## src/rtl/i2cfq_pkg.sv

```systemverilog
package i2cfq_pkg;
  localparam int CTRL_W     = 16;
  localparam int THR_W      = 6;
  localparam int RX_CLR_BIT = 14;
  localparam int RX_THR_LSB = 8;
  localparam int TX_CLR_BIT = 6;
  localparam int TX_THR_LSB = 0;

  typedef logic [THR_W-1:0] thr_field_t;

  typedef struct packed {
    logic ready;
    logic drain;
  } dir_flags_t;

  function automatic logic [1:0] depth_code_f(input int log2_depth);
    return 2'(log2_depth - 3);
  endfunction
endpackage

```

## src/rtl/buf_ctrl_reg.sv

```systemverilog
module buf_ctrl_reg
  import i2cfq_pkg::*;
(
  input  logic              clk,
  input  logic              rst,
  input  logic              wr,
  input  logic [CTRL_W-1:0] wdata,
  output thr_field_t        rx_field,
  output thr_field_t        tx_field,
  output logic              rx_clr,
  output logic              tx_clr,
  output logic [CTRL_W-1:0] rd_word
);
  // Clear strobes act in the write cycle and are never stored.
  assign rx_clr = wr && wdata[RX_CLR_BIT];
  assign tx_clr = wr && wdata[TX_CLR_BIT];

  always_ff @(posedge clk) begin
    if (rst) begin
      rx_field <= '0;
      tx_field <= '0;
    end else if (wr) begin
      rx_field <= wdata[RX_THR_LSB +: THR_W];
      tx_field <= wdata[TX_THR_LSB +: THR_W];
    end
  end

  always_comb begin
    rd_word = '0;
    rd_word[RX_THR_LSB +: THR_W] = rx_field;
    rd_word[TX_THR_LSB +: THR_W] = tx_field;
  end
endmodule

```

## src/rtl/byte_fifo.sv

```systemverilog
module byte_fifo #(
  parameter int DATA_W = 8,
  parameter int ADDR_W = 5
) (
  input  logic              clk,
  input  logic              rst,
  input  logic              clr,
  input  logic              push,
  input  logic [DATA_W-1:0] push_data,
  input  logic              pop,
  output logic [DATA_W-1:0] pop_data,
  output logic [ADDR_W:0]   level,
  output logic              full,
  output logic              empty,
  output logic              push_drop,
  output logic              pop_miss
);
  localparam int DEPTH = 1 << ADDR_W;

  logic [DATA_W-1:0] mem [DEPTH];
  logic [ADDR_W-1:0] wptr, rptr;
  logic              do_push, do_pop;

  assign full      = (level == (ADDR_W+1)'(DEPTH));
  assign empty     = (level == '0);
  assign do_push   = push && !full  && !clr;
  assign do_pop    = pop  && !empty && !clr;
  assign push_drop = push && full  && !clr;
  assign pop_miss  = pop  && empty && !clr;

  // Storage without reset so that block RAM can be inferred.
  always_ff @(posedge clk) begin
    if (do_push) mem[wptr] <= push_data;
  end

  always_ff @(posedge clk) begin
    if (rst) begin
      pop_data <= '0;
    end else if (do_pop) begin
      pop_data <= mem[rptr];
    end
  end

  always_ff @(posedge clk) begin
    if (rst || clr) begin
      wptr  <= '0;
      rptr  <= '0;
      level <= '0;
    end else begin
      if (do_push) wptr <= wptr + 1'b1;
      if (do_pop)  rptr <= rptr + 1'b1;
      case ({do_push, do_pop})
        2'b10:   level <= level + 1'b1;
        2'b01:   level <= level - 1'b1;
        default: level <= level;
      endcase
    end
  end

  assert_no_overflow_R3: assert property (@(posedge clk) disable iff (rst)
    level <= (ADDR_W+1)'(DEPTH));

  assert_empty_pop_holds_R4: assert property (@(posedge clk) disable iff (rst)
    (pop && empty && !push && !clr) |=> (level == '0));

  assert_clear_empties_R9: assert property (@(posedge clk) disable iff (rst)
    clr |=> (level == '0));
endmodule

```

## src/rtl/fifo_flags.sv

```systemverilog
module fifo_flags
  import i2cfq_pkg::*;
#(
  parameter int ADDR_W = 5,
  parameter int CNT_W  = 16,
  parameter bit IS_TX  = 1'b0
) (
  input  logic [ADDR_W:0]  level,
  input  thr_field_t       thr_field,
  input  logic [CNT_W-1:0] remain,
  output dir_flags_t       flags
);
  localparam int DEPTH = 1 << ADDR_W;
  localparam int BIG   = (CNT_W > THR_W + 1) ? CNT_W : THR_W + 1;
  localparam int CMP_W = ((BIG > ADDR_W + 1) ? BIG : ADDR_W + 1) + 1;

  logic [CMP_W-1:0] thr_x, lvl_x, rem_x;

  assign thr_x = CMP_W'(thr_field) + CMP_W'(1);
  assign lvl_x = CMP_W'(level);
  assign rem_x = CMP_W'(remain);

  generate
    if (IS_TX) begin : g_tx
      logic [CMP_W-1:0] free_x;
      assign free_x      = CMP_W'(DEPTH) - lvl_x;
      assign flags.ready = (free_x >= thr_x);
      assign flags.drain = (rem_x < thr_x) && (rem_x > lvl_x);
    end else begin : g_rx
      assign flags.ready = (lvl_x >= thr_x);
      assign flags.drain = (rem_x < thr_x) && (lvl_x != '0);
    end
  endgenerate
endmodule

```

## src/rtl/i2c_fifo_pair.sv

```systemverilog
module i2c_fifo_pair
  import i2cfq_pkg::*;
#(
  parameter int DATA_W = 8,
  parameter int ADDR_W = 5,
  parameter int CNT_W  = 16
) (
  input  logic              clk,
  input  logic              rst,
  input  logic              cfg_wr,
  input  logic [15:0]       cfg_wdata,
  output logic [15:0]       ctrl_rd,
  input  logic              host_tx_wr,
  input  logic [DATA_W-1:0] host_tx_data,
  input  logic              eng_tx_rd,
  output logic [DATA_W-1:0] eng_tx_data,
  input  logic              eng_rx_wr,
  input  logic [DATA_W-1:0] eng_rx_data,
  input  logic              host_rx_rd,
  output logic [DATA_W-1:0] host_rx_data,
  input  logic [CNT_W-1:0]  xfer_remain,
  output logic [ADDR_W:0]   tx_level,
  output logic [ADDR_W:0]   rx_level,
  output logic              tx_ready,
  output logic              rx_ready,
  output logic              tx_drain,
  output logic              rx_drain,
  output logic              rx_overrun,
  output logic              tx_underflow,
  output logic [1:0]        depth_code
);
  thr_field_t       rx_field, tx_field;
  logic             rx_clr, tx_clr;
  logic             rx_full, rx_empty, rx_drop, rx_miss;
  logic             tx_full, tx_empty, tx_drop, tx_miss;
  logic [CNT_W-1:0] remain_q;
  dir_flags_t       rx_flags, tx_flags;

  buf_ctrl_reg u_ctrl (
    .clk(clk), .rst(rst), .wr(cfg_wr), .wdata(cfg_wdata),
    .rx_field(rx_field), .tx_field(tx_field),
    .rx_clr(rx_clr), .tx_clr(tx_clr), .rd_word(ctrl_rd)
  );

  byte_fifo #(.DATA_W(DATA_W), .ADDR_W(ADDR_W)) u_txf (
    .clk(clk), .rst(rst), .clr(tx_clr),
    .push(host_tx_wr), .push_data(host_tx_data),
    .pop(eng_tx_rd), .pop_data(eng_tx_data),
    .level(tx_level), .full(tx_full), .empty(tx_empty),
    .push_drop(tx_drop), .pop_miss(tx_miss)
  );

  byte_fifo #(.DATA_W(DATA_W), .ADDR_W(ADDR_W)) u_rxf (
    .clk(clk), .rst(rst), .clr(rx_clr),
    .push(eng_rx_wr), .push_data(eng_rx_data),
    .pop(host_rx_rd), .pop_data(host_rx_data),
    .level(rx_level), .full(rx_full), .empty(rx_empty),
    .push_drop(rx_drop), .pop_miss(rx_miss)
  );

  always_ff @(posedge clk) begin
    if (rst) remain_q <= '0;
    else     remain_q <= xfer_remain;
  end

  // Sticky error flags, cleared only by their FIFO clear.
  always_ff @(posedge clk) begin
    if (rst) begin
      rx_overrun   <= 1'b0;
      tx_underflow <= 1'b0;
    end else begin
      if (rx_clr)       rx_overrun   <= 1'b0;
      else if (rx_drop) rx_overrun   <= 1'b1;
      if (tx_clr)       tx_underflow <= 1'b0;
      else if (tx_miss) tx_underflow <= 1'b1;
    end
  end

  fifo_flags #(.ADDR_W(ADDR_W), .CNT_W(CNT_W), .IS_TX(1'b0)) u_rxflg (
    .level(rx_level), .thr_field(rx_field), .remain(remain_q), .flags(rx_flags)
  );

  fifo_flags #(.ADDR_W(ADDR_W), .CNT_W(CNT_W), .IS_TX(1'b1)) u_txflg (
    .level(tx_level), .thr_field(tx_field), .remain(remain_q), .flags(tx_flags)
  );

  assign rx_ready   = rx_flags.ready;
  assign rx_drain   = rx_flags.drain;
  assign tx_ready   = tx_flags.ready;
  assign tx_drain   = tx_flags.drain;
  assign depth_code = depth_code_f(ADDR_W);

  assert_overrun_cause_R3: assert property (@(posedge clk) disable iff (rst)
    $rose(rx_overrun) |-> $past(eng_rx_wr && rx_full));

  assert_underflow_cause_R4: assert property (@(posedge clk) disable iff (rst)
    $rose(tx_underflow) |-> $past(eng_tx_rd && tx_empty));

  assert_ready_needs_data_R5: assert property (@(posedge clk) disable iff (rst)
    rx_ready |-> (rx_level != '0));

  assert_rx_drain_data_R7: assert property (@(posedge clk) disable iff (rst)
    rx_drain |-> !rx_empty);

  assert_tx_drain_remain_R8: assert property (@(posedge clk) disable iff (rst)
    tx_drain |-> (remain_q != '0));
endmodule

```

## config.mk

```make
export PLATFORM = sky130hd
export DESIGN_NAME = i2c_fifo_pair
export DESIGN_NICKNAME = d
export VERILOG_FILES = /design/src/rtl/i2cfq_pkg.sv /design/src/rtl/buf_ctrl_reg.sv /design/src/rtl/byte_fifo.sv /design/src/rtl/fifo_flags.sv /design/src/rtl/i2c_fifo_pair.sv
export SDC_FILE = /design/constraint.sdc
export NUM_CORES = 1
export LEC_CHECK = 0
export BUFFER_PORTS_ARGS = -buffer_cell sky130_fd_sc_hd__buf_2
export CORE_ASPECT_RATIO = 1.5
export CORE_UTILIZATION = 65
export CTS_BUF_LIST = sky130_fd_sc_hd__clkbuf_16
export CTS_CLUSTER_DIAMETER = 30
export DETAILED_ROUTE_END_ITERATION = 10
export PLACE_DENSITY = 0.84
export REMOVE_ABC_BUFFERS = 1
export SLEW_MARGIN = 25
export SYNTH_ARGS = -nofsm -noshare
export SYNTH_HDL_FRONTEND = slang
export SYNTH_SLANG_ARGS = --single-unit
```

## constraint.sdc

```tcl
create_clock -name clk -period 9.8 [get_ports clk]
set_input_delay 2.45 -clock clk [delete_from_list [all_inputs] [get_ports clk]]
set_output_delay 2.45 -clock clk [all_outputs]
set_load 0.05 [all_outputs]
```

==> report_table.html, run 1 <==
<table>
<tr><th>Metric</th><th>Value</th></tr>
<tr><th colspan="2">Status</th></tr>
<tr><td>Outcome</td><td>finished, final reports clean</td></tr>
<tr><th colspan="2">Routing</th></tr>
<tr><td>M1 wire length</td><td>~18 mm</td></tr>
<tr><td>Vias per Instance</td><td>6.512</td></tr>
<tr><td>Highest routing layer actually used</td><td>met4</td></tr>
<tr><td>Final routed wire length divided by cell count</td><td>around 26 µm</td></tr>
<tr><td>Initial drt markers</td><td>between 1,000 and 1,500</td></tr>
<tr><td>Drt first pass iters</td><td>6</td></tr>
<tr><td>Met2 WL</td><td>just under 30 mm</td></tr>
<tr><td>Vias</td><td>between 10,000 and 15,000</td></tr>
<tr><td>Total wirelength of the detailed-routed design</td><td>between 50 and 60 mm</td></tr>
<tr><td>Met3 wirelength from detailed routing</td><td>around 3.5 mm</td></tr>
<tr><td>Detail Route Antenna Nets</td><td>0</td></tr>
<tr><td>DRC violations left</td><td>0</td></tr>
<tr><th colspan="2">Clock tree</th></tr>
<tr><td>H-tree Lvls</td><td>3</td></tr>
<tr><td>Hold buffer count at CTS</td><td>0</td></tr>
<tr><td>Total CTS buffers</td><td>just over 70</td></tr>
<tr><td>Clock insertion delay at the later pin of the skew report</td><td>~0.60 ns</td></tr>
<tr><td>CTS sink cnt</td><td>590</td></tr>
<tr><td>Post-cts resize count</td><td>0</td></tr>
<tr><td>Clock input transition at the sequential cells of the worst setup and hold paths</td><td>~0.05 ns</td></tr>
<tr><td>Number of buffers inserted to repair setup after CTS</td><td>0</td></tr>
<tr><td>CTS Buffer Depth</td><td>3</td></tr>
<tr><td>Library cell used as clock root buffer</td><td>sky130_fd_sc_hd__clkbuf_16</td></tr>
<tr><td>Clock tree from TritonCTS</td><td>built</td></tr>
<tr><th colspan="2">Floorplan</th></tr>
<tr><td>Effective utilization at floorplan</td><td>between 60 and 70%</td></tr>
<tr><td>Floorplan die area</td><td>around 38,000 µm²</td></tr>
<tr><td>Std-Cell Rows</td><td>85</td></tr>
<tr><td>Die W</td><td>between 150 and 200 µm</td></tr>
<tr><td>Placeable core region</td><td>about 36,000 µm²</td></tr>
<tr><td>I/O pin count</td><td>107</td></tr>
<tr><td>DIE HEIGHT</td><td>between 200 and 250 µm</td></tr>
<tr><th colspan="2">Power</th></tr>
<tr><td>Power per Cell Area</td><td>around 220 nW/µm²</td></tr>
<tr><td>Maximum resistive drop on vdd</td><td>224.3 µV</td></tr>
<tr><td>Part of the total power dissipated in the clock network</td><td>approximately 45%</td></tr>
<tr><td>Share of total power in combinational logic</td><td>between 7 and 8%</td></tr>
<tr><td>Static leakage</td><td>roughly 9 nW</td></tr>
<tr><td>Switching power</td><td>~0.0014 W</td></tr>
<tr><td>Switching Fraction</td><td>between 20 and 25%</td></tr>
<tr><td>Register share of total power</td><td>between 40 and 50%</td></tr>
<tr><td>Internal Power</td><td>around 0.0045 W</td></tr>
<tr><th colspan="2">Synth</th></tr>
<tr><td>Most common flop cell mapped by yosys</td><td>sky130_fd_sc_hd__edfxtp_1</td></tr>
<tr><td>Mapped Area</td><td>23,980 µm²</td></tr>
<tr><td>Number of cells produced by synthesis</td><td>between 1,000 and 1,500</td></tr>
<tr><td>Sequential fraction of the synthesis area</td><td>70.62%</td></tr>
<tr><td>Area fraction in and, or, nand and nor cells after synthesis</td><td>approximately 5.5%</td></tr>
<tr><td>#FFs+latches synth</td><td>slightly below 600</td></tr>
<tr><td>Mux contribution to synthesized area</td><td>around an eighth</td></tr>
<tr><td>Xor and xnor fraction of the mapped netlist area</td><td>about 1.4%</td></tr>
<tr><td>Synth unique cells</td><td>between 60 and 70</td></tr>
<tr><td>Number of synthesized flops with an enable pin</td><td>around 510</td></tr>
<tr><td>Yosys Warn Count</td><td>0</td></tr>
<tr><td>Async S/R FF share, synth</td><td>0%</td></tr>
<tr><td>Mean instance size in the synthesized netlist</td><td>16.95 µm²</td></tr>
<tr><td>Compound-Gate Fraction of Synth Area</td><td>approximately 5%</td></tr>
<tr><td>Synthesized-area fraction occupied by adder cells</td><td>under 10%</td></tr>
<tr><td>Dominant combinational cell family by area after synthesis</td><td>multiplexers</td></tr>
<tr><th colspan="2">GRT</th></tr>
<tr><td>Antenna violations before repair</td><td>1</td></tr>
<tr><td>Global routing usage summed across all routing layers</td><td>approximately 30%</td></tr>
<tr><td>Wire length of the first global-routing pass</td><td>between 80 and 90 mm</td></tr>
<tr><td>Overflow left after global routing</td><td>0</td></tr>
<tr><td>Largest net degree at the start of global routing</td><td>56</td></tr>
<tr><td>Vias in the first global route</td><td>between 10,000 and 15,000</td></tr>
<tr><th colspan="2">STA</th></tr>
<tr><td>Worst hold margin</td><td>between 0.4 and 0.5 ns</td></tr>
<tr><td>Achievable Freq</td><td>roughly 180 MHz</td></tr>
<tr><td>Least-Margin Pin Slew</td><td>1.043 ns</td></tr>
<tr><td>Final Cycle Share</td><td>about 58%</td></tr>
<tr><td>Final setup violation count</td><td>0</td></tr>
<tr><td>Count of final hold-check violations</td><td>0</td></tr>
<tr><td>Fin worst setup slack</td><td>between 4 and 5 ns</td></tr>
<tr><td>Relative max-transition margin</td><td>a little under a third</td></tr>
<tr><td>Tmin final</td><td>about 5.7 ns</td></tr>
<tr><td>Max-slew violation count</td><td>0</td></tr>
<tr><td>Setup repair after global routing missed its margin</td><td>false</td></tr>
<tr><td>TNS Setup</td><td>0 ns</td></tr>
<tr><td>Clock skew after layout</td><td>about 0.021 ns</td></tr>
<tr><th colspan="2">Finish</th></tr>
<tr><td>Fraction of final layout cells with drive strength greater than 1</td><td>between 20% and 30%</td></tr>
<tr><td>Antenna Diode Count</td><td>0</td></tr>
<tr><td>Area growth, synth to finish</td><td>13.24%</td></tr>
<tr><td>Number of nets in the layout</td><td>roughly 1,600</td></tr>
<tr><th colspan="2">Min path</th></tr>
<tr><td>Hold crit path type</td><td>reg -&gt; reg</td></tr>
<tr><th colspan="2">Setup path</th></tr>
<tr><td>Critical setup path kind</td><td>reg -&gt; out</td></tr>
<tr><td>Critical path's most frequent cell</td><td>sky130_fd_sc_hd__ha_1</td></tr>
<tr><td>Cells along the critical path</td><td>ha_1 &gt; inv_1 &gt; ha_1 &gt; o21ai_0 &gt; nand2b_1 &gt; a221oi_1 &gt; o21bai_1 &gt; maj3_2 &gt; a2111oi_2 &gt; buf_2</td></tr>
<tr><td>Slowest cell delay on critical path</td><td>~0.47 ns</td></tr>
<tr><td>Family with the most delay on the worst path</td><td>adder cells</td></tr>
<tr><td>Slowest cell on the critical path</td><td>sky130_fd_sc_hd__dfxtp_1</td></tr>
<tr><td>Arrival time of the worst setup path</td><td>3.21 ns</td></tr>
<tr><td>Worst Setup Start Kind</td><td>flop</td></tr>
<tr><td>Reg2reg setup slack</td><td>approximately 6 ns</td></tr>
<tr><td>Worst Path Max Fanout</td><td>7</td></tr>
<tr><td>Required time reported for the critical path endpoint</td><td>7.35 ns</td></tr>
<tr><td>Crit. End Element</td><td>primary output</td></tr>
<tr><td>Number of buffers and inverters on the critical path</td><td>2</td></tr>
<tr><th colspan="2">Flow run</th></tr>
<tr><td>Number of maximum-capacitance constraint violations</td><td>0</td></tr>
<tr><th colspan="2">Placement</th></tr>
<tr><td>Worst Setup Slack post-DPL</td><td>roughly 4.6 ns</td></tr>
<tr><td>Port Buffers</td><td>~100</td></tr>
<tr><td>Final RePlAce weighted congestion</td><td>0.8277</td></tr>
<tr><td>HPWL after detailed placement</td><td>31.88 mm</td></tr>
</table>
[power groups by stage]
| stage | clock [W] | combinational (W) | sequential, W |
|---|---|---|---|
| after detailed placement | 0 | 0.000455 | 0.00286 |
| final | 0.00263 | 0.000464 | 0.00280 |
| after CTS | 0.00265 | 0.000464 | 0.00280 |
| after global routing | 0.00275 | 0.000497 | 0.00281 |
| after floorplan | 0 | 0.000268 | 0.00291 |
| after global placement | 0 | 0.000440 | 0.00285 |
[flip-flops by register name (all words and copies together), names as in the netlist]
| signal | flops |
|---|---|
| u_txf.rptr | 5 |
| u_rxf.rptr | 5 |
| tx_underflow | 1 |
| u_txf.pop_data | 8 |
| u_ctrl.rx_field | 6 |
| rx_overrun | 1 |
| u_rxf.pop_data | 8 |
| u_rxf.wptr | 5 |
| u_txf.level | 6 |
| u_txf.wptr | 5 |
| u_rxf.level | 6 |
| u_ctrl.tx_field | 6 |
| remain_q | 16 |
| u_rxf.mem | 256 |
| u_txf.mem | 256 |
[cell usage in the layout, fill, tap and decap left out, types with 24 or more instances in the layout]
cell type and n:
sky130_fd_sc_hd__edfxtp_1 512, sky130_fd_sc_hd__a21oi_1 34, sky130_fd_sc_hd__ha_1 47, sky130_fd_sc_hd__o21ai_0 27
sky130_fd_sc_hd__nor2_1 122, sky130_fd_sc_hd__mux4_2 102, sky130_fd_sc_hd__mux2i_1 78, sky130_fd_sc_hd__nand2_1 55
sky130_fd_sc_hd__dfxtp_1 74, sky130_fd_sc_hd__clkbuf_16 72, sky130_fd_sc_hd__inv_1 28, sky130_fd_sc_hd__buf_2 98
sky130_fd_sc_hd__nor2b_1 24
[layout make-up]
| cell class | count | area, µm² |
|---|---|---|
| Timing Repair Buffer | 105 | 546.8 |
| Clock inverter | 58 | 583.1 |
| Sequential cell | 590 | 16950 |
| Fill cell | 1972 | 9001 |
| Inverter | 22 | 82.58 |
| Multi-Input combinational cell | 728 | 6600 |
| Tap cell | 478 | 598.1 |
| Clock buffer | 72 | 1802 |
[tightest hold or removal path, stage by stage (launching register included)]
cell	delay [ns]
sky130_fd_sc_hd__dfxtp_1	0.32
sky130_fd_sc_hd__a31oi_1	0.04
sky130_fd_sc_hd__nor2_1	0.08
[through the flow]
step | cells | util [%] | power [W] | instance area, µm²
global route | 2053 | 75.11 | 0.006051 | 27160
detailed placement | 1923 | 68.49 | 0.003312 | 24770
finish | 2053 | 75.11 | 0.005899 | 27160
CTS | 2053 | 75.08 | 0.005915 | 27150
global placement | 1923 | 68.49 | 0.003293 | 24770
floorplan | 1340 | - | 0.003181 | 23610
[cells by family after synthesis]
family	count (synthesis)
AND/OR/NAND/NOR	280
buffers and inverters	101
AO/OA/AOI/OAI	174
XOR/XNOR	38
flip-flops	590
adder cells (fa/ha/maj)	49
other	2
multiplexers	181
[path summary, 6_finish.rpt]
path | startpoint | to | depth (start not counted)
max | u_ctrl.rx_field[0] | rx_drain | 10
min | rx_overrun | rx_overrun | 2
max reg2reg | u_txf.level[1] | u_txf.level[4] | 14
min reg2reg | rx_overrun | rx_overrun | 2
[synth_stat cells, types with 8 or more instances]
master	number	area share [%]
sky130_fd_sc_hd__a22oi_1	23	0.72
sky130_fd_sc_hd__nand2b_1	8	0.21
sky130_fd_sc_hd__edfxtp_1	512	64
sky130_fd_sc_hd__ha_1	47	2.5
sky130_fd_sc_hd__nor2_1	122	1.9
sky130_fd_sc_hd__a211oi_1	15	0.47
sky130_fd_sc_hd__nand3_1	16	0.33
sky130_fd_sc_hd__clkbuf_1	39	0.61
sky130_fd_sc_hd__o221ai_1	13	0.47
sky130_fd_sc_hd__inv_1	22	0.34
sky130_fd_sc_hd__or3_1	9	0.23
sky130_fd_sc_hd__buf_4	13	0.41
sky130_fd_sc_hd__buf_2	19	0.40
sky130_fd_sc_hd__o21ai_0	27	0.56
sky130_fd_sc_hd__mux2i_1	78	3.3
sky130_fd_sc_hd__mux4_2	102	9.6
sky130_fd_sc_hd__a32o_1	10	0.42
sky130_fd_sc_hd__a21oi_1	34	0.71
sky130_fd_sc_hd__xor2_1	22	0.80
sky130_fd_sc_hd__nor2b_1	26	0.68
sky130_fd_sc_hd__xnor2_1	16	0.58
sky130_fd_sc_hd__dfxtp_1	78	6.5
sky130_fd_sc_hd__o22ai_1	16	0.42
sky130_fd_sc_hd__nand2_1	55	0.86
sky130_fd_sc_hd__nand4_1	9	0.23
[per-layer routing]
| layer | up-vias | global-route usage [%] |
|---|---|---|
| met4 | 0 | 15.09 |
| met2 | 706 | 54.11 |
| met5 | - | 0 |
| met1 | 6712 | 33.44 |
| met3 | 172 | 5.025 |
| li1 | 5780 | - |
No activity file was read; power rests on OpenSTA's default activity.
==> inputs of run 2 (changes only) <==
--- a/config.mk
+++ b/config.mk
@@ -5,13 +5,14 @@
 export SDC_FILE = /design/constraint.sdc
 export NUM_CORES = 1
 export LEC_CHECK = 0
+export ABC_AREA = 1
 export BUFFER_PORTS_ARGS = -buffer_cell sky130_fd_sc_hd__buf_2
 export CORE_ASPECT_RATIO = 1.5
-export CORE_UTILIZATION = 65
+export CORE_UTILIZATION = 62
 export CTS_BUF_LIST = sky130_fd_sc_hd__clkbuf_16
 export CTS_CLUSTER_DIAMETER = 30
 export DETAILED_ROUTE_END_ITERATION = 10
-export PLACE_DENSITY = 0.84
+export PLACE_DENSITY = 0.8
 export REMOVE_ABC_BUFFERS = 1
 export SLEW_MARGIN = 25
 export SYNTH_ARGS = -nofsm -noshare
==> constraint.sdc (replaced) <==
create_clock -name clk -period 5.7 [get_ports clk]
set_input_delay 1.425 -clock clk [delete_from_list [all_inputs] [get_ports clk]]
set_output_delay 1.425 -clock clk [all_outputs]
set_load 0.05 [all_outputs]
==> report_table.html, run 2 <==
<table>
<tr><th>Metric</th><th>Value</th></tr>
<tr><th colspan="2">Setup path</th></tr>
<tr><td>Launch point of the worst path</td><td>u_txf.level[0]</td></tr>
<tr><td>Capturing instance or port of the critical path</td><td>tx_ready</td></tr>
<tr><td>Required time reported for the critical path endpoint</td><td>around 4.3 ns</td></tr>
<tr><td>Arrival time of the worst setup path</td><td>3.04 ns</td></tr>
<tr><td>Worst Path Max Fanout</td><td>7</td></tr>
<tr><td>Path depth of the worst reg2reg path</td><td>17</td></tr>
<tr><td>Reg2reg setup slack</td><td>about 2.2 ns</td></tr>
<tr><td>Reg-to-reg critical path startpoint</td><td>u_txf.level[0]</td></tr>
<tr><td>Crit. End Element</td><td>primary output</td></tr>
<tr><td>Worst Setup Start Kind</td><td>flop</td></tr>
<tr><td>Critical setup path kind</td><td>reg -&gt; out</td></tr>
<tr><td>Terminus of the critical flop-to-flop path</td><td>u_txf.level[2]</td></tr>
<tr><th colspan="2">GRT</th></tr>
<tr><td>Overflow left after global routing</td><td>0</td></tr>
<tr><td>Met1 Resource Use GR</td><td>between 30% and 40%</td></tr>
<tr><td>GR Util met2</td><td>a little over half</td></tr>
<tr><td>Gr busiest metal</td><td>met2</td></tr>
<tr><td>Antenna violations before repair</td><td>1</td></tr>
<tr><td>Wire length of the first global-routing pass</td><td>95.05 mm</td></tr>
<tr><td>Vias in the first global route</td><td>~18,000</td></tr>
<tr><td>Global routing usage summed across all routing layers</td><td>29.78%</td></tr>
<tr><td>Largest net degree at the start of global routing</td><td>90</td></tr>
<tr><td>Met3 capacity usage during global routing</td><td>under 10%</td></tr>
<tr><th colspan="2">STA</th></tr>
<tr><td>Least-Margin Pin Slew</td><td>0.9605 ns</td></tr>
<tr><td>Tmin final</td><td>roughly 4.5 ns</td></tr>
<tr><td>Setup repair after global routing missed its margin</td><td>false</td></tr>
<tr><td>Max-slew violation count</td><td>0</td></tr>
<tr><td>Achievable Freq</td><td>roughly 220 MHz</td></tr>
<tr><td>Count of final hold-check violations</td><td>0</td></tr>
<tr><td>Relative max-transition margin</td><td>around 36%</td></tr>
<tr><td>Final setup violation count</td><td>0</td></tr>
<tr><td>Fin worst setup slack</td><td>1.237 ns</td></tr>
<tr><td>Final Cycle Share</td><td>between 70% and 80%</td></tr>
<tr><td>TNS Setup</td><td>0 ns</td></tr>
<tr><td>Clock skew after layout</td><td>0.02813 ns</td></tr>
<tr><th colspan="2">Finish</th></tr>
<tr><td>Area taken by flip-flops and latches</td><td>16,950 µm²</td></tr>
<tr><td>Area of the multi-input gates</td><td>about 7500 µm²</td></tr>
<tr><td>Area growth, synth to finish</td><td>12.80%</td></tr>
<tr><td>Utilization of the core after routing</td><td>a little under three quarters</td></tr>
<tr><td>Leading cell type in the layout, fill and taps excluded</td><td>sky130_fd_sc_hd__nand2_1</td></tr>
<tr><td>Largest registers</td><td>u_rxf.mem: 256 flops, u_txf.mem: 256 flops, remain_q: 16 flops</td></tr>
<tr><td>Fraction of final layout cells with drive strength greater than 1</td><td>10.48%</td></tr>
<tr><td>Number of nets in the layout</td><td>about 2,700</td></tr>
<tr><td>Final Instance Count excl. Fillers</td><td>~3,100</td></tr>
<tr><td>Number of fill cells</td><td>between 2,000 and 3,000</td></tr>
<tr><td>Most frequent cells in the layout</td><td>sky130_fd_sc_hd__nand2_1, sky130_fd_sc_hd__edfxtp_1, sky130_fd_sc_hd__nor2_1</td></tr>
<tr><th colspan="2">Floorplan</th></tr>
<tr><td>Effective utilization at floorplan</td><td>about 63%</td></tr>
<tr><td>Floorplan die area</td><td>between 40,000 and 50,000 µm²</td></tr>
<tr><td>Placeable core region</td><td>about 40,000 µm²</td></tr>
<tr><td>I/O pin count</td><td>between 100 and 150</td></tr>
<tr><td>DIE HEIGHT</td><td>250.6 µm</td></tr>
<tr><td>Std-Cell Rows</td><td>90</td></tr>
<tr><td>Die W</td><td>roughly 170 µm</td></tr>
<tr><th colspan="2">Placement</th></tr>
<tr><td>Worst Setup Slack post-DPL</td><td>roughly 1.4 ns</td></tr>
<tr><td>HPWL after detailed placement</td><td>about 38 mm</td></tr>
<tr><td>Port Buffers</td><td>approximately 100</td></tr>
<tr><td>Number of cells in the design after placement</td><td>roughly 3,000</td></tr>
<tr><td>Final RePlAce weighted congestion</td><td>0.9619</td></tr>
<tr><th colspan="2">Clock tree</th></tr>
<tr><td>Library cell used as clock root buffer</td><td>sky130_fd_sc_hd__clkbuf_16</td></tr>
<tr><td>Total CTS buffers</td><td>78</td></tr>
<tr><td>Post-cts resize count</td><td>0</td></tr>
<tr><td>Clock tree from TritonCTS</td><td>built</td></tr>
<tr><td>H-tree Lvls</td><td>3</td></tr>
<tr><td>CTS Buffer Depth</td><td>3</td></tr>
<tr><td>Clock input transition at the sequential cells of the worst setup and hold paths</td><td>around 0.060 ns</td></tr>
<tr><td>Hold buffer count at CTS</td><td>0</td></tr>
<tr><td>CTS sink cnt</td><td>just under 600</td></tr>
<tr><td>Clock insertion delay at the later pin of the skew report</td><td>0.62 ns</td></tr>
<tr><td>Number of buffers inserted to repair setup after CTS</td><td>0</td></tr>
<tr><th colspan="2">Power</th></tr>
<tr><td>Power per Cell Area</td><td>approximately 390 nW/µm²</td></tr>
<tr><td>Static leakage</td><td>roughly 11 nW</td></tr>
<tr><td>Overall power after layout</td><td>about 0.011 W</td></tr>
<tr><td>Maximum resistive drop on vdd</td><td>between 300 and 400 µV</td></tr>
<tr><th colspan="2">Synth</th></tr>
<tr><td>Top cell type's share of synthesized area</td><td>between 60% and 70%</td></tr>
<tr><td>Async S/R FF share, synth</td><td>0%</td></tr>
<tr><td>#FFs+latches synth</td><td>590</td></tr>
<tr><td>Synth unique cells</td><td>36</td></tr>
<tr><td>Synth area leaders</td><td>sky130_fd_sc_hd__edfxtp_1, sky130_fd_sc_hd__nand2_1, sky130_fd_sc_hd__dfxtp_1, sky130_fd_sc_hd__nor2_1, sky130_fd_sc_hd__nand3_1</td></tr>
<tr><td>Number of synthesized flops with an enable pin</td><td>approximately 510</td></tr>
<tr><td>Sequential fraction of the synthesis area</td><td>between 60% and 70%</td></tr>
<tr><td>Most common flop cell mapped by yosys</td><td>sky130_fd_sc_hd__edfxtp_1</td></tr>
<tr><td>Commonest cells in the synthesized netlist</td><td>sky130_fd_sc_hd__nand2_1, sky130_fd_sc_hd__edfxtp_1, sky130_fd_sc_hd__nor2_1</td></tr>
<tr><td>Most common cell in the netlist</td><td>sky130_fd_sc_hd__nand2_1</td></tr>
<tr><td>Number of cells produced by synthesis</td><td>between 2,000 and 3,000</td></tr>
<tr><td>Mapped Area</td><td>approximately 26,000 µm²</td></tr>
<tr><td>Cell taking the most area after synthesis</td><td>sky130_fd_sc_hd__edfxtp_1</td></tr>
<tr><td>Yosys Warn Count</td><td>0</td></tr>
<tr><td>Mean instance size in the synthesized netlist</td><td>slightly above 10 µm²</td></tr>
<tr><th colspan="2">Routing</th></tr>
<tr><td>Drt first pass iters</td><td>6</td></tr>
<tr><td>Vias per Instance</td><td>between 5 and 6</td></tr>
<tr><td>Initial drt markers</td><td>~1,800</td></tr>
<tr><td>Final routed wire length divided by cell count</td><td>a little under 20 µm</td></tr>
<tr><td>Vias</td><td>~18,000</td></tr>
<tr><td>Detail Route Antenna Nets</td><td>0</td></tr>
<tr><td>Total wirelength of the detailed-routed design</td><td>between 60 and 70 mm</td></tr>
<tr><td>DRC violations left</td><td>0</td></tr>
<tr><th colspan="2">Min path</th></tr>
<tr><td>Hold crit path type</td><td>reg -&gt; reg</td></tr>
<tr><td>Hold Crit Depth</td><td>2</td></tr>
<tr><th colspan="2">Flow run</th></tr>
<tr><td>Number of maximum-capacitance constraint violations</td><td>0</td></tr>
<tr><th colspan="2">Status</th></tr>
<tr><td>Outcome</td><td>finished, final reports clean</td></tr>
</table>
-- run 2: logic make-up (layout without fill, tap and decap cells) --
group	count (synthesis)	in the layout	share of synthesized area, %
compound gates	217	217	4.319
xor+xnor	21	21	0.7198
fa+ha+maj	47	47	2.301
buf+inv	272	402	4.657
flops	590	590	66.28
other cells	2	7	0.02939
simple gates	1359	1359	21.69
-- run 2: critical path, stage by stage (launching register included) --
cell                      delay, ns
sky130_fd_sc_hd__dfxtp_1       0.47
sky130_fd_sc_hd__inv_1         0.15
sky130_fd_sc_hd__ha_1          0.26
sky130_fd_sc_hd__xnor2_1       0.15
sky130_fd_sc_hd__ha_1          0.32
sky130_fd_sc_hd__nand2_1       0.07
sky130_fd_sc_hd__o21a_1        0.17
sky130_fd_sc_hd__o21ai_0       0.22
sky130_fd_sc_hd__a21oi_1       0.11
sky130_fd_sc_hd__o21ai_0       0.21
sky130_fd_sc_hd__buf_2         0.31
-- run 2: worst min path at each step --
stage / endpoint / slack, ns / startpoint
2_1_floorplan: u_rxf.rptr[3] / 0.47 / u_rxf.rptr[3]
3_3_place_gp: rx_overrun / 0.45 / rx_overrun
3_5_place_dp: u_txf.pop_data[6] / 0.45 / u_txf.pop_data[6]
4_1_cts: u_txf.pop_data[6] / 0.46 / u_txf.pop_data[6]
5_1_grt: u_txf.pop_data[4] / 0.49 / u_txf.pop_data[4]
6_report: u_txf.pop_data[1] / 0.47 / u_txf.pop_data[1]
-- run 2: cell type report --
cell class / count / area share [%]
Antenna cell: 1 / 0.008682
Clock buffer: 81 / 7.032
Clock inverter: 63 / 2.157
Inverter: 152 / 1.997
Multi-Input combinational cell: 1650 / 25.90
Sequential cell: 590 / 58.80
Tap cell: 506 / 2.197
Timing Repair Buffer: 106 / 1.910
-- run 2: metal layers --
metal | up-vias | wire length, µm
li1 | 8581 | -
met1 | 8605 | 21020
met2 | 829 | 32460
met3 | 218 | 3969
met4 | 0 | 3943
met5 | - | 0
-- run 2: report_power, final --
group	internal (W)	switching (W)
clock	0.00290	0.00198
sequential	0.00477	0.000110
combinational	0.000423	0.00115
-- run 2: per-stage QoR --
| stage | area (µm²) | hold slack, ns |
|---|---|---|
| global placement | 26140 | 0.4492 |
| CTS | 28810 | 0.4632 |
| floorplan | 24950 | 0.4745 |
| detailed placement | 26160 | 0.4543 |
| finish | 28820 | 0.4653 |
| global route | 28820 | 0.4912 |
==> inputs of run 3 (changes only) <==
==> constraint.sdc (replaced) <==
create_clock -name clk -period 4.5 [get_ports clk]
set_input_delay 1.125 -clock clk [delete_from_list [all_inputs] [get_ports clk]]
set_output_delay 1.125 -clock clk [all_outputs]
set_load 0.05 [all_outputs]
==> report_table.html, run 3 (synthesis gave the netlist of run 2 again) <==
<table>
<tr><th>Metric</th><th>Value</th></tr>
<tr><th colspan="2">STA</th></tr>
<tr><td>Max-slew violation count</td><td>0</td></tr>
<tr><td>Final setup violation count</td><td>0</td></tr>
<tr><td>Least-Margin Pin Slew</td><td>1.007 ns</td></tr>
<tr><td>Achievable Freq</td><td>around 250 MHz</td></tr>
<tr><td>Clock skew after layout</td><td>between 0.02 and 0.025 ns</td></tr>
<tr><td>Tmin final</td><td>roughly 4 ns</td></tr>
<tr><td>Count of final hold-check violations</td><td>0</td></tr>
<tr><td>Relative max-transition margin</td><td>between 30% and 40%</td></tr>
<tr><td>Setup repair after global routing missed its margin</td><td>false</td></tr>
<tr><td>Final Cycle Share</td><td>about nine tenths</td></tr>
<tr><td>Fin worst setup slack</td><td>between 0.4 and 0.5 ns</td></tr>
<tr><th colspan="2">Setup path</th></tr>
<tr><td>Terminus of the critical flop-to-flop path</td><td>u_txf.level[2]</td></tr>
<tr><td>Worst Path Max Fanout</td><td>7</td></tr>
<tr><td>Reg-to-reg critical path startpoint</td><td>u_txf.level[0]</td></tr>
<tr><td>Path depth of the worst reg2reg path</td><td>17</td></tr>
<tr><td>Slowest cell delay on critical path</td><td>0.40 ns</td></tr>
<tr><td>Crit. End Element</td><td>primary output</td></tr>
<tr><td>Cells along the critical path</td><td>inv_1 &gt; ha_1 &gt; nand3_2 &gt; nor2_2 &gt; inv_1 &gt; nand2_1 &gt; inv_1 &gt; ha_1 &gt; nand2_1 &gt; o21ai_0 &gt; a21oi_1 &gt; o21ai_0 &gt; buf_2</td></tr>
<tr><td>Critical setup path kind</td><td>reg -&gt; out</td></tr>
<tr><td>Arrival time of the worst setup path</td><td>a little under 3 ns</td></tr>
<tr><td>Reg2reg setup slack</td><td>1.35 ns</td></tr>
<tr><td>Critical path's most frequent cell</td><td>sky130_fd_sc_hd__inv_1</td></tr>
<tr><td>Family with the most delay on the worst path</td><td>buffers and inverters</td></tr>
<tr><td>Worst Setup Start Kind</td><td>flop</td></tr>
<tr><td>Slowest cell on the critical path</td><td>sky130_fd_sc_hd__dfxtp_1</td></tr>
<tr><td>Required time reported for the critical path endpoint</td><td>3.38 ns</td></tr>
<tr><td>Number of buffers and inverters on the critical path</td><td>4</td></tr>
<tr><th colspan="2">Clock tree</th></tr>
<tr><td>Post-cts resize count</td><td>0</td></tr>
<tr><td>Clock input transition at the sequential cells of the worst setup and hold paths</td><td>0.05 ns</td></tr>
<tr><td>CTS Buffer Depth</td><td>3</td></tr>
<tr><td>H-tree Lvls</td><td>3</td></tr>
<tr><td>Clock tree from TritonCTS</td><td>built</td></tr>
<tr><td>Number of buffers inserted to repair setup after CTS</td><td>0</td></tr>
<tr><td>Total CTS buffers</td><td>slightly above 80</td></tr>
<tr><td>CTS sink cnt</td><td>590</td></tr>
<tr><td>Library cell used as clock root buffer</td><td>sky130_fd_sc_hd__clkbuf_16</td></tr>
<tr><td>Clock insertion delay at the later pin of the skew report</td><td>around 0.60 ns</td></tr>
<tr><td>Hold buffer count at CTS</td><td>0</td></tr>
<tr><th colspan="2">Placement</th></tr>
<tr><td>HPWL after detailed placement</td><td>about 38 mm</td></tr>
<tr><td>Worst Setup Slack post-DPL</td><td>0.8964 ns</td></tr>
<tr><td>Final RePlAce weighted congestion</td><td>0.9826</td></tr>
<tr><td>Port Buffers</td><td>between 90 and 100</td></tr>
<tr><td>Number of cells in the design after placement</td><td>approximately 3,000</td></tr>
<tr><th colspan="2">GRT</th></tr>
<tr><td>Global routing usage summed across all routing layers</td><td>29.32%</td></tr>
<tr><td>Overflow left after global routing</td><td>0</td></tr>
<tr><td>Largest net degree at the start of global routing</td><td>~90</td></tr>
<tr><td>Vias in the first global route</td><td>around 18,000</td></tr>
<tr><td>Wire length of the first global-routing pass</td><td>approximately 94 mm</td></tr>
<tr><td>Antenna violations before repair</td><td>0</td></tr>
<tr><th colspan="2">Finish</th></tr>
<tr><td>Leading cell type in the layout, fill and taps excluded</td><td>sky130_fd_sc_hd__nand2_1</td></tr>
<tr><td>Area of the multi-input gates</td><td>7461 µm²</td></tr>
<tr><td>Most frequent cells in the layout</td><td>sky130_fd_sc_hd__nand2_1, sky130_fd_sc_hd__edfxtp_1, sky130_fd_sc_hd__nor2_1</td></tr>
<tr><td>Final Instance Count excl. Fillers</td><td>~3,200</td></tr>
<tr><td>Fraction of final layout cells with drive strength greater than 1</td><td>between 10% and 20%</td></tr>
<tr><td>Number of nets in the layout</td><td>between 2,000 and 3,000</td></tr>
<tr><td>Number of fill cells</td><td>around 2,700</td></tr>
<tr><td>Utilization of the core after routing</td><td>between 70% and 80%</td></tr>
<tr><td>Antenna Diode Count</td><td>0</td></tr>
<tr><td>Area taken by flip-flops and latches</td><td>16,950 µm²</td></tr>
<tr><td>Largest registers</td><td>u_rxf.mem: 256 flops, u_txf.mem: 256 flops, remain_q: 16 flops</td></tr>
<tr><td>Area growth, synth to finish</td><td>13.85%</td></tr>
<tr><th colspan="2">Min path</th></tr>
<tr><td>Source of the worst hold timing path</td><td>rx_overrun</td></tr>
<tr><td>Hold crit path type</td><td>reg -&gt; reg</td></tr>
<tr><td>Hold Crit Depth</td><td>2</td></tr>
<tr><td>Destination of the worst hold path</td><td>rx_overrun</td></tr>
<tr><th colspan="2">Floorplan</th></tr>
<tr><td>Die W</td><td>167.8 µm</td></tr>
<tr><td>Effective utilization at floorplan</td><td>between 60% and 70%</td></tr>
<tr><td>Floorplan die area</td><td>between 40,000 and 50,000 µm²</td></tr>
<tr><td>I/O pin count</td><td>about 110</td></tr>
<tr><td>Std-Cell Rows</td><td>90</td></tr>
<tr><td>Placeable core region</td><td>between 40,000 and 50,000 µm²</td></tr>
<tr><td>DIE HEIGHT</td><td>around 250 µm</td></tr>
<tr><th colspan="2">Routing</th></tr>
<tr><td>Drt first pass iters</td><td>6</td></tr>
<tr><td>Final routed wire length divided by cell count</td><td>roughly 19 µm</td></tr>
<tr><td>Vias</td><td>between 15,000 and 20,000</td></tr>
<tr><td>Total wirelength of the detailed-routed design</td><td>between 60 and 70 mm</td></tr>
<tr><td>Vias per Instance</td><td>about 5.7</td></tr>
<tr><td>Initial drt markers</td><td>around 1,600</td></tr>
<tr><td>DRC violations left</td><td>0</td></tr>
<tr><td>Detail Route Antenna Nets</td><td>0</td></tr>
<tr><th colspan="2">Power</th></tr>
<tr><td>Maximum resistive drop on vdd</td><td>just under 600 µV</td></tr>
<tr><td>Power per Cell Area</td><td>a little over 500 nW/µm²</td></tr>
<tr><td>Static leakage</td><td>about 11 nW</td></tr>
<tr><td>Overall power after layout</td><td>roughly 0.015 W</td></tr>
<tr><th colspan="2">Status</th></tr>
<tr><td>Outcome</td><td>finished, final reports clean</td></tr>
<tr><th colspan="2">Flow run</th></tr>
<tr><td>Number of maximum-capacitance constraint violations</td><td>0</td></tr>
</table>
## run 3: cell count changes in the layout (fill, tap and decap cells not counted), sizes merged, moves of 3 or more
cell and delta:
buf +4, clkbuf +7, clkinv -3, inv +6
## run 3: worst max path at each step
stage                     cells past startpoint      startpoint  slack [ns]                end
after floorplan                               9   u_rxf.rptr[0]       -0.32  u_rxf.pop_data[1]
after global placement                       17          cfg_wr        0.94     u_rxf.level[4]
after detailed placement                     17          cfg_wr        0.90     u_rxf.level[4]
after CTS                                    13  u_txf.level[0]        0.42           tx_ready
after global routing                         13  u_txf.level[0]        0.23           tx_ready
final                                        13  u_txf.level[0]        0.44           tx_ready
## run 3: power by group
| part | total, W | internal, W | switching (W) |
|---|---|---|---|
| clock network | 0.00656 | 0.00401 | 0.00255 |
| logic | 0.00198 | 0.000547 | 0.00144 |
| registers | 0.00618 | 0.00604 | 0.000136 |
| total | 0.0147 | 0.0106 | 0.00412 |
## run 3: layout make-up
| class | count | share of cell area [%] |
|---|---|---|
| clock buffers | 88 | 7.570 |
| clock inverters | 66 | 2.310 |
| inverters | 152 | 1.961 |
| multi-input cells | 1650 | 25.65 |
| flip-flops and latches | 590 | 58.25 |
| well taps | 506 | 2.176 |
| repair buffers | 110 | 2.082 |
## run 3: stage by stage
stage	instance area, µm²	hold slack, ns	TNS (ns)
after floorplan	24950	0.4745	-4.964
after global placement	26200	0.4499	0
after detailed placement	26220	0.4559	0
after CTS	29090	0.4647	0
after global routing	29090	0.4863	0
final	29090	0.4636	0
## run 3: worst register-to-register path, delay by kind of cell, from the launching register on
family,cells,cell delay (ns)
simple gates,7,1.12
buf+inv,5,0.51
fa+ha+maj,3,0.67
compound gates,1,0.16
flops,1,0.40
xor+xnor,1,0.15
## run 3: routing by layer
metal | global-route usage (%) | wire, µm | vias to the layer above | share of wire (%)
li1 | - | - | 8599 | -
met1 | 31.48 | 20610 | 8482 | 34
met2 | 53.46 | 32080 | 774 | 53
met3 | 4.740 | 4074 | 212 | 6.7
met4 | 18.32 | 3618 | 0 | 6.0
met5 | 0 | 0 | - | 0
